--- config.mk ---
export PLATFORM = sky130hd
export DESIGN_NAME = lb_cfg_search
export DESIGN_NICKNAME = d
export VERILOG_FILES = /design/src/rtl/lb_cfg_pkg.sv /design/src/rtl/lb_line_words.sv /design/src/rtl/lb_rdiv.sv /design/src/rtl/lb_cfg_search.sv
export SDC_FILE = /design/constraint.sdc
export NUM_CORES = 1
export LEC_CHECK = 0
export ABC_CLOCK_PERIOD_IN_PS = 22700
export BUFFER_PORTS_ARGS = -buffer_cell sky130_fd_sc_hd__buf_2
export CAP_MARGIN = 20
export CORE_MARGIN = 5
export CORE_UTILIZATION = 35
export CTS_BUF_LIST = sky130_fd_sc_hd__clkbuf_8
export CTS_CLUSTER_DIAMETER = 30
export CTS_CLUSTER_SIZE = 28
export DETAILED_ROUTE_END_ITERATION = 16
export GPL_TIMING_DRIVEN = 0
export HOLD_SLACK_MARGIN = 0.02
export PLACE_DENSITY = 0.5
export SLEW_MARGIN = 20
export SYNTH_ARGS = -nofsm -noshare
export SYNTH_HDL_FRONTEND = slang
export SYNTH_HIERARCHICAL = 1
export SYNTH_SLANG_ARGS = --single-unit
--- constraint.sdc ---
create_clock -name clk -period 22.7 [get_ports clk]
set_input_delay 3.405 -clock clk [delete_from_list [all_inputs] [get_ports clk]]
set_output_delay 3.405 -clock clk [all_outputs]
set_load 0.05 [all_outputs]
--- src/rtl/lb_cfg_pkg.sv ---
package lb_cfg_pkg;

    localparam int unsigned PART_CAP = 64;

    typedef enum logic [2:0] {
        S_IDLE  = 3'd0,
        S_DIV_Y = 3'd1,
        S_DIV_C = 3'd2,
        S_DIV_A = 3'd3,
        S_EVAL  = 3'd4
    } lb_state_e;

    // bits per component stored for a depth code
    function automatic logic [3:0] bpc_of(input logic [1:0] code);
        case (code)
            2'd0:    return 4'd10;
            2'd1:    return 4'd8;
            2'd2:    return 4'd6;
            default: return 4'd12;
        endcase
    endfunction

    // search position to configuration number
    function automatic logic [1:0] cfg_at(input logic [1:0] pos);
        case (pos)
            2'd0:    return 2'd1;
            2'd1:    return 2'd2;
            2'd2:    return 2'd3;
            default: return 2'd0;
        endcase
    endfunction

    // memory words for a configuration and plane (0 luma, 1 chroma, 2 alpha)
    function automatic logic [11:0] mem_words(input logic [1:0] cfg, input logic [1:0] plane);
        case (cfg)
            2'd1: return (plane == 2'd2) ? 12'd984  : 12'd816;
            2'd2: return (plane == 2'd2) ? 12'd1312 : 12'd1088;
            2'd3: return (plane == 2'd0) ? 12'd3600 :
                         (plane == 2'd1) ? 12'd1904 : 12'd2752;
            default: return 12'd2752;
        endcase
    endfunction

    // enough lines for the taps at this ratio ceiling
    function automatic logic lb_fits(input logic [7:0] taps, input logic [7:0] cv,
                                     input logic [7:0] parts);
        if (cv > 8'd2)
            return ({1'b0, taps} + {1'b0, cv}) <= ({1'b0, parts} + 9'd2);
        else
            return taps <= parts;
    endfunction

endpackage

--- src/rtl/lb_line_words.sv ---
module lb_line_words #(
    parameter int PIX_W = 13,
    parameter int OUT_W = PIX_W + 5
) (
    input  logic [PIX_W-1:0] vp_w_i,
    input  logic [PIX_W-1:0] rec_w_i,
    input  logic [1:0]       depth_i,
    output logic [OUT_W-1:0] words_o,
    output logic [OUT_W-1:0] alpha_words_o
);
    import lb_cfg_pkg::*;

    localparam int PW = PIX_W + 5;

    logic [PIX_W-1:0] len_min;
    logic [PIX_W-1:0] len;
    logic [PW-1:0]    sum_w;
    logic [PW-1:0]    sum_a;

    always_comb begin
        len_min = (vp_w_i < rec_w_i) ? vp_w_i : rec_w_i;
        len     = (len_min == '0) ? PIX_W'(1) : len_min;
        sum_w   = PW'(len) * PW'(bpc_of(depth_i)) + PW'(71);
        sum_a   = PW'(len) + PW'(5);
        words_o       = OUT_W'(sum_w / PW'(72));
        alpha_words_o = OUT_W'(sum_a / PW'(6));
    end

endmodule

--- src/rtl/lb_rdiv.sv ---
module lb_rdiv #(
    parameter int W = 18
) (
    input  logic         clk,
    input  logic         rst_n,
    input  logic         go_i,
    input  logic [W-1:0] num_i,
    input  logic [W-1:0] den_i,
    output logic [W-1:0] quo_o,
    output logic         fin_o
);
    localparam int CW = $clog2(W + 1);

    typedef struct packed {
        logic [W-1:0]  rem;
        logic [W-1:0]  quo;
        logic [W-1:0]  den;
        logic [CW-1:0] cnt;
        logic          run;
        logic          fin;
    } div_t;

    div_t div_d, div_q;
    logic [W:0] trial;

    always_comb begin
        div_d     = div_q;
        div_d.fin = 1'b0;
        trial     = {div_q.rem, div_q.quo[W-1]};
        if (go_i) begin
            div_d.rem = '0;
            div_d.quo = num_i;
            div_d.den = den_i;
            div_d.cnt = CW'(W);
            div_d.run = 1'b1;
        end else if (div_q.run) begin
            if (trial >= {1'b0, div_q.den}) begin
                div_d.rem = W'(trial - {1'b0, div_q.den});
                div_d.quo = {div_q.quo[W-2:0], 1'b1};
            end else begin
                div_d.rem = W'(trial);
                div_d.quo = {div_q.quo[W-2:0], 1'b0};
            end
            div_d.cnt = div_q.cnt - CW'(1);
            if (div_q.cnt == CW'(1)) begin
                div_d.run = 1'b0;
                div_d.fin = 1'b1;
            end
        end
    end

    always_ff @(posedge clk or negedge rst_n) begin
        if (!rst_n) div_q <= '0;
        else        div_q <= div_d;
    end

    assign quo_o = div_q.quo;
    assign fin_o = div_q.fin;

endmodule

--- src/rtl/lb_cfg_search.sv ---
module lb_cfg_search #(
    parameter int PIX_W  = 13,
    parameter int TAP_W  = 4,
    parameter int RAT_W  = 4,
    parameter int PART_W = 7
) (
    input  logic              clk,
    input  logic              rst_n,
    input  logic              start_i,
    input  logic              force_max_i,
    input  logic [PIX_W-1:0]  vp_w_y_i,
    input  logic [PIX_W-1:0]  vp_w_c_i,
    input  logic [PIX_W-1:0]  rec_w_i,
    input  logic [1:0]        depth_i,
    input  logic              alpha_en_i,
    input  logic              is420_i,
    input  logic [TAP_W-1:0]  vtaps_y_i,
    input  logic [TAP_W-1:0]  vtaps_c_i,
    input  logic [RAT_W-1:0]  cvr_y_i,
    input  logic [RAT_W-1:0]  cvr_c_i,
    output logic              busy_o,
    output logic              done_o,
    output logic [1:0]        cfg_o,
    output logic [PART_W-1:0] part_y_o,
    output logic [PART_W-1:0] part_c_o,
    output logic              err_o
);
    import lb_cfg_pkg::*;

    localparam int DIV_W = PIX_W + 5;
    localparam int NPL   = 2;   // luma and chroma sizing lanes

    typedef struct packed {
        lb_state_e         st;
        logic [1:0]        pos;
        logic              issued;
        logic [PIX_W-1:0]  vpy;
        logic [PIX_W-1:0]  vpc;
        logic [PIX_W-1:0]  rec;
        logic [1:0]        dep;
        logic              al;
        logic              y420;
        logic [TAP_W-1:0]  vty;
        logic [TAP_W-1:0]  vtc;
        logic [RAT_W-1:0]  cvy;
        logic [RAT_W-1:0]  cvc;
        logic [DIV_W-1:0]  qy;
        logic [DIV_W-1:0]  qc;
        logic [DIV_W-1:0]  qa;
        logic              busy;
        logic              done;
        logic [1:0]        cfg;
        logic [PART_W-1:0] py;
        logic [PART_W-1:0] pc;
        logic              err;
    } ctl_t;

    ctl_t ctl_d, ctl_q;

    // line sizing, one lane per plane
    logic [DIV_W-1:0] lane_words [NPL];
    logic [DIV_W-1:0] lane_alpha [NPL];
    logic [PIX_W-1:0] lane_vp    [NPL];

    assign lane_vp[0] = ctl_q.vpy;
    assign lane_vp[1] = ctl_q.vpc;

    for (genvar g = 0; g < NPL; g++) begin : g_lane
        lb_line_words #(.PIX_W(PIX_W), .OUT_W(DIV_W)) u_lw (
            .vp_w_i        (lane_vp[g]),
            .rec_w_i       (ctl_q.rec),
            .depth_i       (ctl_q.dep),
            .words_o       (lane_words[g]),
            .alpha_words_o (lane_alpha[g])
        );
    end

    // shared divider
    logic             div_go;
    logic [DIV_W-1:0] div_num;
    logic [DIV_W-1:0] div_den;
    logic [DIV_W-1:0] div_quo;
    logic             div_fin;
    logic [1:0]       plane;
    logic [1:0]       cur_cfg;

    lb_rdiv #(.W(DIV_W)) u_div (
        .clk   (clk),
        .rst_n (rst_n),
        .go_i  (div_go),
        .num_i (div_num),
        .den_i (div_den),
        .quo_o (div_quo),
        .fin_o (div_fin)
    );

    always_comb begin
        cur_cfg = cfg_at(ctl_q.pos);
        case (ctl_q.st)
            S_DIV_C: plane = 2'd1;
            S_DIV_A: plane = 2'd2;
            default: plane = 2'd0;
        endcase
        div_num = DIV_W'(mem_words(cur_cfg, plane));
        case (plane)
            2'd1:    div_den = lane_words[1];
            2'd2:    div_den = lane_alpha[0];
            default: div_den = lane_words[0];
        endcase
    end

    // evaluation of the current candidate
    logic [DIV_W-1:0]  y_lim;
    logic [PART_W-1:0] py_cap;
    logic [PART_W-1:0] pc_cap;
    logic              cand_ok;

    always_comb begin
        y_lim  = (ctl_q.al && (ctl_q.qa < ctl_q.qy)) ? ctl_q.qa : ctl_q.qy;
        py_cap = (y_lim    > DIV_W'(PART_CAP)) ? PART_W'(PART_CAP) : PART_W'(y_lim);
        pc_cap = (ctl_q.qc > DIV_W'(PART_CAP)) ? PART_W'(PART_CAP) : PART_W'(ctl_q.qc);
        cand_ok = lb_fits(8'(ctl_q.vty), 8'(ctl_q.cvy), 8'(py_cap)) &&
                  lb_fits(8'(ctl_q.vtc), 8'(ctl_q.cvc), 8'(pc_cap));
    end

    always_comb begin
        ctl_d      = ctl_q;
        ctl_d.done = 1'b0;
        div_go     = 1'b0;
        case (ctl_q.st)
            S_IDLE: begin
                if (start_i) begin
                    ctl_d.vpy  = vp_w_y_i;
                    ctl_d.vpc  = vp_w_c_i;
                    ctl_d.rec  = rec_w_i;
                    ctl_d.dep  = depth_i;
                    ctl_d.al   = alpha_en_i;
                    ctl_d.y420 = is420_i;
                    ctl_d.vty  = vtaps_y_i;
                    ctl_d.vtc  = vtaps_c_i;
                    ctl_d.cvy  = cvr_y_i;
                    ctl_d.cvc  = cvr_c_i;
                    if (force_max_i) begin
                        ctl_d.done = 1'b1;
                        ctl_d.cfg  = 2'd0;
                        ctl_d.py   = '0;
                        ctl_d.pc   = '0;
                        ctl_d.err  = 1'b0;
                    end else begin
                        ctl_d.st     = S_DIV_Y;
                        ctl_d.pos    = 2'd0;
                        ctl_d.issued = 1'b0;
                        ctl_d.busy   = 1'b1;
                    end
                end
            end
            S_DIV_Y, S_DIV_C, S_DIV_A: begin
                if (!ctl_q.issued) begin
                    div_go       = 1'b1;
                    ctl_d.issued = 1'b1;
                end else if (div_fin) begin
                    ctl_d.issued = 1'b0;
                    case (ctl_q.st)
                        S_DIV_Y: begin ctl_d.qy = div_quo; ctl_d.st = S_DIV_C; end
                        S_DIV_C: begin ctl_d.qc = div_quo; ctl_d.st = S_DIV_A; end
                        default: begin ctl_d.qa = div_quo; ctl_d.st = S_EVAL;  end
                    endcase
                end
            end
            S_EVAL: begin
                if (cand_ok || ctl_q.pos == 2'd3) begin
                    ctl_d.st   = S_IDLE;
                    ctl_d.busy = 1'b0;
                    ctl_d.done = 1'b1;
                    ctl_d.cfg  = cur_cfg;
                    ctl_d.py   = py_cap;
                    ctl_d.pc   = pc_cap;
                    ctl_d.err  = !cand_ok;
                end else begin
                    ctl_d.st = S_DIV_Y;
                    if (ctl_q.pos == 2'd1 && !ctl_q.y420) ctl_d.pos = 2'd3;
                    else                                  ctl_d.pos = ctl_q.pos + 2'd1;
                end
            end
            default: ctl_d.st = S_IDLE;
        endcase
    end

    always_ff @(posedge clk or negedge rst_n) begin
        if (!rst_n) ctl_q <= '0;
        else        ctl_q <= ctl_d;
    end

    assign busy_o   = ctl_q.busy;
    assign done_o   = ctl_q.done;
    assign cfg_o    = ctl_q.cfg;
    assign part_y_o = ctl_q.py;
    assign part_c_o = ctl_q.pc;
    assign err_o    = ctl_q.err;

endmodule

==> flow_metrics.py <==
metrics = {
    "timing": {
        "fin_tns_setup_ns": 0,
        "relSlewSlack_pct": 36.3,
        "setup_violations": 0,
        "period_share_pct": 83.8,
        "fin_crit_ns": 19.02,
        "hold_viol": 0,
        "whs_ns": 0.521,
        "setup_slack_ns": 3.68,
        "tightest_slew_ns": 0.949,
        "drv_slew": 0,
        "rsz0062_at_grt": "no",
        "finClkSkew_ns": 0.0403,
        "max_freq_mhz": 52.6,
    },
    "cts": {
        "clkTransAtPathRegs_ns": 0.16,
        "postCtsHoldBufs": 0,
        "h-tree-depth": 4,
        "cts-resized-gates": 0,
        "clkLatencyLatePin_ns": 0.61,
        "cts_buffers": 17,
        "clock_sinks": 199,
        "postCtsSetupBuffers": 0,
        "clockBufferDepth": 2,
        "cts_tree": "built",
        "root_buffer": "clkbuf_8",
    },
    "global_route": {
        "grt_pass1_wl_mm": 129,
        "met3_usage_pct": 2.18,
        "grt_usage_pct": 20.0,
        "busiest_layer": "met2",
        "use_met2_pct": 30.5,
        "grt_remaining_overflow": 0,
        "antenna_found_initial": 3,
        "grt_max_degree": 88,
        "grt_pass1_vias": 22847,
        "grt_use_met1_pct": 30.4,
    },
    "floorplan": {
        "placementRows": 98,
        "die_h_um": 279,
        "design.die.area_um2": 77600,
        "start_util_pct": 35.3,
        "core_um2": 71500,
        "io_pins": 82,
        "die_w_um": 279,
    },
    "route": {
        "ant_nets": 0,
        "vias": 24240,
        "viasPerCell": 5.61,
        "drt_first_pass_iters": 5,
        "drc": 0,
        "routed_wl_mm": 80.6,
        "routedWlPerCell_um": 18.6,
        "first_iter_violations": 1805,
    },
    "critical_path": {
        "cpMostUsedCell": "a21o_1",
        "cp.arrival_ns": 19.53,
        "path_class": "register to register",
        "endpoint_kind": "register",
        "critPathLaunchType": "register",
        "crit_slowest_cell": "nor4_1",
        "critical_path.max_fanout": 10,
        "cp.required_ns": 23.21,
        "critical_path.max_stage_delay_ns": 0.75,
    },
    "status": {
        "outcome": "finished, final reports clean",
    },
    "layout": {
        "drive_above_1_share_pct": 12.4,
        "area_growth_pct": 8.81,
        "final_nets": 3642,
        "fin_util_pct": 38.4,
        "final.fill_count": 7548,
    },
    "placement": {
        "gp_routability_congestion": 0.871,
        "port_buffers": 81,
        "hpwl_mm": 63.7,
        "dp_slack_ns": 3.95,
    },
    "synthesis": {
        "netlist_area_um2": 25200,
        "syn-instance-count": 3234,
        "syn_area_per_cell_um2": 7.80,
        "yosysWarnings": 6,
    },
    "hold_path": {
        "min_path_type": "register to register",
    },
    "run": {
        "cap_violations": 0,
    },
}
[cell type report]
class	count	area, µm²	share of cell area, %
Clock inverter	15	229	0.834
Multi-Input combinational cell	2658	18500	67.4
Sequential cell	199	4980	18.1
Clock buffer	17	234	0.852
Tap cell	950	1190	4.33
Buffer	204	1090	3.96
Timing Repair Buffer	83	470	1.71
Antenna cell	1	2.50	0.00911
Inverter	197	747	2.72
[worst paths after layout]
path	startpoint	to	slack, ns	cells after the start
hold / removal	part_y_o[2]$_DFFE_PN0P_	part_y_o[2]$_DFFE_PN0P_	0.52	1
max in group asynchronous	rst_n	u_div/div_q[51]$_DFFE_PN0P_	18.84	3
hold reg to reg	part_y_o[2]$_DFFE_PN0P_	part_y_o[2]$_DFFE_PN0P_	0.52	1
setup reg to reg	ctl_q[94]$_DFFE_PN0P_	u_div/div_q[7]$_DFFE_PN0P_	3.68	68
setup / recovery	ctl_q[94]$_DFFE_PN0P_	u_div/div_q[7]$_DFFE_PN0P_	3.68	68
min in group asynchronous	rst_n	done_o$_DFF_PN0_	2.69	1
[sequential cells by signal, summed over array words and instances, names as in the netlist]
register and count:
part_y_o 7, cfg_o 2, part_c_o 7, err_o 1, ctl_q 119, busy_o 1
u_div/div_q 42, u_div/quo_o 18, u_div/fin_o 1, done_o 1
[worst max-delay path, delay by kind of cell (launching register included)]
kind                     cells  cell delay, ns
multiplexers                 3            0.84
AO/OA/AOI/OAI               37           10.03
flip-flops                   1            0.48
adder cells (fa/ha/maj)      6            2.10
AND/OR/NAND/NOR             10            2.53
buffers and inverters       12            2.95
[layout by cell type (no fill, tap or decap), drive strengths merged, types with 28 or more instances in the layout]
cell type / count
o21ai: 183
a31oi: 42
ha: 190
mux2: 69
or3: 30
xor2: 39
and3: 32
a21o: 65
a21oi: 192
a22oi: 28
nand3: 94
o211ai: 46
and2: 38
dfrtp: 199
fa: 29
nand2b: 47
buf: 178
clkbuf: 126
nor3: 92
nor2: 238
inv: 209
nor4: 28
xnor2: 84
nand4: 32
nand2: 454
o31ai: 28
mux2i: 54
a211oi: 58
[per-layer routing]
metal,vias to the layer above,routed length (µm)
met3,64,2970
met4,4,1580
met5,-,90
met1,11630,41400
met2,510,34600
li1,12032,-
[per-stage QoR]
stage / cells / instance area, µm²
floorplan: 3258 / 25300
global route: 4324 / 27500
CTS: 4323 / 27500
global placement: 4289 / 26900
detailed placement: 4291 / 27000
finish: 4324 / 27500
Power is left out: the tool's default activity adds up to more than one toggle a clock period on the data nets, which glitch-free logic cannot reach.
